## config.mk

```make
export PLATFORM = sky130hd
export DESIGN_NAME = hwsem_top
export DESIGN_NICKNAME = d
export VERILOG_FILES = /design/src/rtl/hwsem_pkg.sv /design/src/rtl/hwsem_ctrl.sv /design/src/rtl/hwsem_datapath.sv /design/src/rtl/hwsem_top.sv
export SDC_FILE = /design/constraint.sdc
export NUM_CORES = 1
export LEC_CHECK = 0
export ABC_AREA = 1
export BUFFER_PORTS_ARGS = -buffer_cell sky130_fd_sc_hd__buf_4
export CORE_MARGIN = 4
export CORE_UTILIZATION = 40
export DETAILED_ROUTE_END_ITERATION = 8
export REMOVE_ABC_BUFFERS = 1
export SYNTH_ARGS = -nofsm -noshare
export SYNTH_HDL_FRONTEND = slang
export SYNTH_SLANG_ARGS = --single-unit
```

## constraint.sdc

```tcl
create_clock -name clk -period 0.95 [get_ports clk]
set_input_delay 0.095 -clock clk [delete_from_list [all_inputs] [get_ports clk]]
set_output_delay 0.095 -clock clk [all_outputs]
set_load 0.01 [all_outputs]
```

## src/rtl/hwsem_pkg.sv

```systemverilog
package hwsem_pkg;
  localparam int ADDR_W     = 12;
  localparam int DATA_W     = 32;
  localparam int SEM_CNT    = 8;
  localparam int CHAN_CNT   = 2;
  localparam int WORD_W     = ADDR_W - 2;
  localparam int SEM_IDX_W  = $clog2(SEM_CNT);
  localparam int CHAN_IDX_W = (CHAN_CNT > 1) ? $clog2(CHAN_CNT) : 1;
  localparam int EN_BIT     = 0;
  localparam int FLAG_BIT   = 16;
  localparam int CHAN_STRIDE = 2;

  // word addresses (byte offset / 4)
  localparam logic [WORD_W-1:0] IRQ_BASE_WD  = WORD_W'(16);  // 0x40
  localparam logic [WORD_W-1:0] MBOX_BASE_WD = WORD_W'(17);  // 0x44
  localparam logic [WORD_W-1:0] STAT_WD      = WORD_W'(64);  // 0x100

  typedef enum logic [2:0] {
    SRC_NONE, SRC_SEM, SRC_IRQ, SRC_MBOX, SRC_STAT
  } rdSrc_e;

  typedef struct packed {
    logic                  rdSem;
    logic                  wrSem;
    logic [SEM_IDX_W-1:0]  semIdx;
    logic [CHAN_CNT-1:0]   wrIrq;
    logic [CHAN_CNT-1:0]   wrMbox;
    logic [CHAN_IDX_W-1:0] chan;
    rdSrc_e                rdSrc;
  } busStrobe_t;
endpackage

```

## src/rtl/hwsem_ctrl.sv

```systemverilog
module hwsem_ctrl
  import hwsem_pkg::*;
(
  input  logic              clk,
  input  logic              rstN,
  input  logic [ADDR_W-1:0] addr,
  input  logic              rdEn,
  input  logic              wrEn,
  output busStrobe_t        op
);
  logic [WORD_W-1:0] wordIdx;
  logic              wrOk;

  assign wordIdx = addr[ADDR_W-1:2];
  assign wrOk    = wrEn && !rdEn;   // read wins a collision

  always_comb begin
    op       = '0;
    op.rdSrc = SRC_NONE;
    if (wordIdx < WORD_W'(SEM_CNT)) begin
      op.semIdx = wordIdx[SEM_IDX_W-1:0];
      op.rdSem  = rdEn;
      op.wrSem  = wrOk;
      if (rdEn) op.rdSrc = SRC_SEM;
    end else if (wordIdx == STAT_WD) begin
      if (rdEn) op.rdSrc = SRC_STAT;
    end else begin
      for (int c = 0; c < CHAN_CNT; c++) begin
        if (wordIdx == IRQ_BASE_WD + WORD_W'(CHAN_STRIDE * c)) begin
          op.chan     = CHAN_IDX_W'(c);
          op.wrIrq[c] = wrOk;
          if (rdEn) op.rdSrc = SRC_IRQ;
        end
        if (wordIdx == MBOX_BASE_WD + WORD_W'(CHAN_STRIDE * c)) begin
          op.chan      = CHAN_IDX_W'(c);
          op.wrMbox[c] = wrOk;
          if (rdEn) op.rdSrc = SRC_MBOX;
        end
      end
    end
  end

  // a colliding write never produces a write strobe
  p_collision_drop_r10: assert property (@(posedge clk) disable iff (!rstN)
    (rdEn && wrEn) |-> (!op.wrSem && op.wrIrq == '0 && op.wrMbox == '0));

  // at most one register is written per cycle
  p_single_write_r8: assert property (@(posedge clk) disable iff (!rstN)
    $onehot0({op.wrSem, op.wrIrq, op.wrMbox}));
endmodule

```

## src/rtl/hwsem_datapath.sv

```systemverilog
module hwsem_datapath
  import hwsem_pkg::*;
(
  input  logic                clk,
  input  logic                rstN,
  input  busStrobe_t          op,
  input  logic [DATA_W-1:0]   wrData,
  output logic [DATA_W-1:0]   rdData,
  output logic [CHAN_CNT-1:0] irqOut
);
  logic [SEM_CNT-1:0]               semReg;
  logic [CHAN_CNT-1:0][DATA_W-1:0]  mboxAll;
  logic [CHAN_CNT-1:0]              irqEnAll;
  logic [CHAN_CNT-1:0]              irqFlagAll;
  logic [DATA_W-1:0]                rdNext;

  // semaphores: read sets, write of zero clears
  always_ff @(posedge clk or negedge rstN) begin
    if (!rstN) begin
      semReg <= '0;
    end else if (op.rdSem) begin
      semReg[op.semIdx] <= 1'b1;
    end else if (op.wrSem && !wrData[0]) begin
      semReg[op.semIdx] <= 1'b0;
    end
  end

  for (genvar c = 0; c < CHAN_CNT; c++) begin : g_chan
    logic [DATA_W-1:0] mboxQ;
    logic              enQ;
    logic              flagQ;

    always_ff @(posedge clk or negedge rstN) begin
      if (!rstN) begin
        mboxQ <= '0;
      end else if (op.wrMbox[c]) begin
        mboxQ <= wrData;
      end
    end

    always_ff @(posedge clk or negedge rstN) begin
      if (!rstN) begin
        enQ   <= 1'b0;
        flagQ <= 1'b0;
      end else if (op.wrIrq[c]) begin
        enQ   <= wrData[EN_BIT];
        flagQ <= wrData[FLAG_BIT];
      end
    end

    assign mboxAll[c]    = mboxQ;
    assign irqEnAll[c]   = enQ;
    assign irqFlagAll[c] = flagQ;
    assign irqOut[c]     = enQ && flagQ;
  end

  always_comb begin
    rdNext = '0;
    unique case (op.rdSrc)
      SRC_SEM:  rdNext = DATA_W'(semReg[op.semIdx]);
      SRC_STAT: rdNext = DATA_W'(semReg);
      SRC_MBOX: rdNext = mboxAll[op.chan];
      SRC_IRQ: begin
        rdNext[EN_BIT]   = irqEnAll[op.chan];
        rdNext[FLAG_BIT] = irqFlagAll[op.chan];
      end
      default:  rdNext = '0;
    endcase
  end

  always_ff @(posedge clk or negedge rstN) begin
    if (!rstN) rdData <= '0;
    else       rdData <= rdNext;
  end

  // a semaphore read leaves the semaphore taken
  p_read_sets_r2: assert property (@(posedge clk) disable iff (!rstN)
    op.rdSem |=> semReg[$past(op.semIdx)]);

  // a write of zero frees the semaphore
  p_zero_frees_r4: assert property (@(posedge clk) disable iff (!rstN)
    (op.wrSem && !wrData[0]) |=> !semReg[$past(op.semIdx)]);

  // a write of one leaves all semaphores alone
  p_one_ignored_r4: assert property (@(posedge clk) disable iff (!rstN)
    (op.wrSem && wrData[0]) |=> $stable(semReg));

  // reading the status word changes no semaphore
  p_status_pure_r5: assert property (@(posedge clk) disable iff (!rstN)
    (op.rdSrc == SRC_STAT) |=> $stable(semReg));
endmodule

```

## src/rtl/hwsem_top.sv

```systemverilog
module hwsem_top
  import hwsem_pkg::*;
(
  input  logic                clk,
  input  logic                rstN,
  input  logic [ADDR_W-1:0]   addr,
  input  logic                rdEn,
  input  logic                wrEn,
  input  logic [DATA_W-1:0]   wrData,
  output logic [DATA_W-1:0]   rdData,
  output logic [CHAN_CNT-1:0] irqOut
);
  busStrobe_t strobes;

  hwsem_ctrl u_ctrl (
    .clk  (clk),
    .rstN (rstN),
    .addr (addr),
    .rdEn (rdEn),
    .wrEn (wrEn),
    .op   (strobes)
  );

  hwsem_datapath u_dp (
    .clk    (clk),
    .rstN   (rstN),
    .op     (strobes),
    .wrData (wrData),
    .rdData (rdData),
    .irqOut (irqOut)
  );

  // port-level view of the map, for the checks below
  logic [WORD_W-1:0] chkWord;
  logic              chkResv;
  assign chkWord = addr[ADDR_W-1:2];
  assign chkResv = !((chkWord < WORD_W'(SEM_CNT)) ||
                     (chkWord >= IRQ_BASE_WD &&
                      chkWord <  IRQ_BASE_WD + WORD_W'(CHAN_STRIDE * CHAN_CNT)) ||
                     (chkWord == STAT_WD));

  // a reserved read returns zero
  p_resv_zero_r8: assert property (@(posedge clk) disable iff (!rstN)
    (rdEn && chkResv) |=> (rdData == '0));

  // no read strobe, no read data
  p_idle_zero_r9: assert property (@(posedge clk) disable iff (!rstN)
    !rdEn |=> (rdData == '0));

  // an interrupt line only rises after a write
  p_irq0_rise_r7: assert property (@(posedge clk) disable iff (!rstN)
    $rose(irqOut[0]) |-> $past(wrEn));
  p_irq1_rise_r7: assert property (@(posedge clk) disable iff (!rstN)
    $rose(irqOut[1]) |-> $past(wrEn));
endmodule

```

==> results.ini <==
[sta]
worst_pin_slew_ps=309
setup_viol=114
hold_viol=0
holdWs_ps=7.07
fin_tns_setup_ps=-15750
clock_skew_ps=8.18
period_needed_ps=1180
fin_ws_ps=-233
max_freq_mhz=845
slew_headroom_pct=79.4
drv_slew=0
rsz0062_at_grt=yes
finalCritPeriodShare_pct=125

[clock_network]
clock_sinks=108
clk_latency_ps=350
h-tree-depth=3
path_clk_slew_ps=70
cts_buffers=9
cts_tree=built
ctsLongestPathBuffers=2
cts_root_buffer=clkbuf_16

[floorplanning]
die-width_um=117
initial_core_util_pct=41.4
rows=39
die_y_um=117
pin_count=82
die_area_sq_um=13800
coreArea_sq_um=11600

[synth]
synth-seq-cells=108
synth.distinct_cells=28
ys_seq_area_share_pct=56.5
syn_area_sq_um=4780
netlist_instances=517
syn_area_per_cell_sq_um=9.25
yosysWarnings=0

[job]
maxCapViolations=0

[worst_hold_path]
hp-start=wrData[28]
hold_class=primary input to register

[placed_design]
io_buffers=79
gp_congestion=0.878
dp_cells=770
dp_hpwl_um=7570

[power_and_ir_drop]
leakage_nw=4.22
finalPower_w=0.00912
peakVddDrop_mv=0.884
power.density_nw_per_um2=1190

[routing]
drt-pass1-iter-count=5
drcViolationCount=0
via_per_inst=5.00
drt_wl_total_um=13400
drtIter0Drc=288
vias=4107
antenna_left=0
wl_per_cell_um=16.3

[grt]
grt_pass1_wl_um=22100
track_usage_pct=19.8
antenna_found_initial=0
busiest_layer=met2
use_met2_pct=32.6
grt_use_met1_pct=26.6
grt_max_degree=42
gr-usage-met3_pct=3.56
grt_pass1_vias=4315
overflow=0

[critical_path]
crit_type=primary input to register
startpoint_type=primary input
cp.required_ps=1220
critPathLaunch=addr[5]
crit_arrival_ps=1460
path_max_fanout=9
end_kind=register

[cells_and_area]
multi_input_area_sq_um=2260
layout_commonest_cell=dfrtp_1
diodes=0
n_fill_cell=885
stdcell_count=822
regArea_sq_um=2700
syn2layout_area_growth_pct=60.6
drive_above_1_share_pct=53.0
mostFrequentLayoutCells=108 x dfrtp_1, 78 x buf_4, 60 x nand2_1, 55 x buf_6, 53 x inv_1
nNetsFinal=723

[run_status]
violations=negative setup slack
outcome=finished with violations

-- layer usage --
metal  wire length [um]  share of wire [%]  vias to the layer above
li1                   -                  -                     1961
met1               5850                 44                     2000
met2               6640                 50                      124
met3                600                4.5                       22
met4                272                2.0                        0
met5                  0                  0                        -
-- flip-flops by register name, indices dropped and copies added (netlist names), named ones only --
signal and cells:
u_dp.g_chan.flagQ 2, u_dp.g_chan.mboxQ 64, u_dp.rdData 32, u_dp.g_chan.enQ 2
-- layout make-up --
class	instances	share of cell area, %
Multi-Input combinational cell	303	29.4
Clock buffer	12	3.21
Sequential cell	108	35.2
Tap cell	143	2.33
Timing Repair Buffer	165	24.7
Inverter	88	4.51
Clock inverter	3	0.603
-- final timing paths --
check	slack (ps)	end	depth (start not counted)
min	7	u_dp.g_chan[1].mboxQ[28]	3
max	-230	u_dp.g_chan[1].mboxQ[10]	12
min in group asynchronous	190	u_dp.rdData[23]	2
max reg2reg	-130	u_dp.rdData[0]	8
min reg2reg	490	u_dp.g_chan[1].mboxQ[12]	2
max in group asynchronous	240	u_dp.rdData[13]	3
-- stage by stage --
step	worst slack (ps)	area [sq um]	util, %
detailed placement	-561	5940	51.4
global route	-287	7680	66.4
finish	-233	7680	66.4
CTS	-196	7390	63.9
global placement	-516	5940	51.4
floorplan	-758	4690	-
-- timing repair --
item	in CTS	in global routing
cloned	12	1
endpoints found under the setup margin	126	140
hold endpoints to repair	108	0
pin swaps	29	35
setup buffers	23	4
resized for setup	232	103
hold buffers	1	0
-- synth_stat cells --
master      n  area [sq um]
nor2_2      3          18.8
a21oi_1     4          20.0
nand4_2     2          25.0
buf_6       3          33.8
nor3_2      4          40.0
nor2_1     18          67.6
nor3_1      4          20.0
nor2_4      4          45.0
nand3_4     1          17.5
o21ai_0    67           335
inv_2       2          7.51
nand4_1     2          12.5
mux2_1     22           248
nand2_4     1          11.3
dfrtp_1   108          2700
inv_1      86           323
o21ai_1     9          45.0
nor2_8      1          20.0
nand2_2     2          12.5
buf_2       4          20.0
mux2i_1     7          70.1
nor3_4      1          16.3
mux2_2      3          33.8
o22ai_1     7          43.8
clkbuf_1   11          41.3
nand3_1    14          70.1
nand2_1   126           473
or2_4       1          8.76
-- kinds of logic after synthesis --
family / after synthesis / share of synthesized area, %
muxes: 32 / 7.35
buffers and inverters: 106 / 8.90
AOI/OAI and AO/OA: 87 / 9.29
DFF: 108 / 56.5
and+or+nand+nor: 184 / 17.9
-- power breakdown --
group | switching, W | internal (W)
logic | 0.000371 | 0.000335
clock network | 0.00165 | 0.00212
registers | 0.0000200 | 0.00463
total | 0.00204 | 0.00708
-- critical path, stage by stage --
cell and delay (ps):
buf_6 100, nor2_4 120, buf_6 140, buf_6 100
inv_4 30, nor3_2 100, buf_4 140, nand4_4 70
buf_12 180, buf_6 140, buf_16 130, o21ai_1 100
Power figures use the tool's default switching activity.
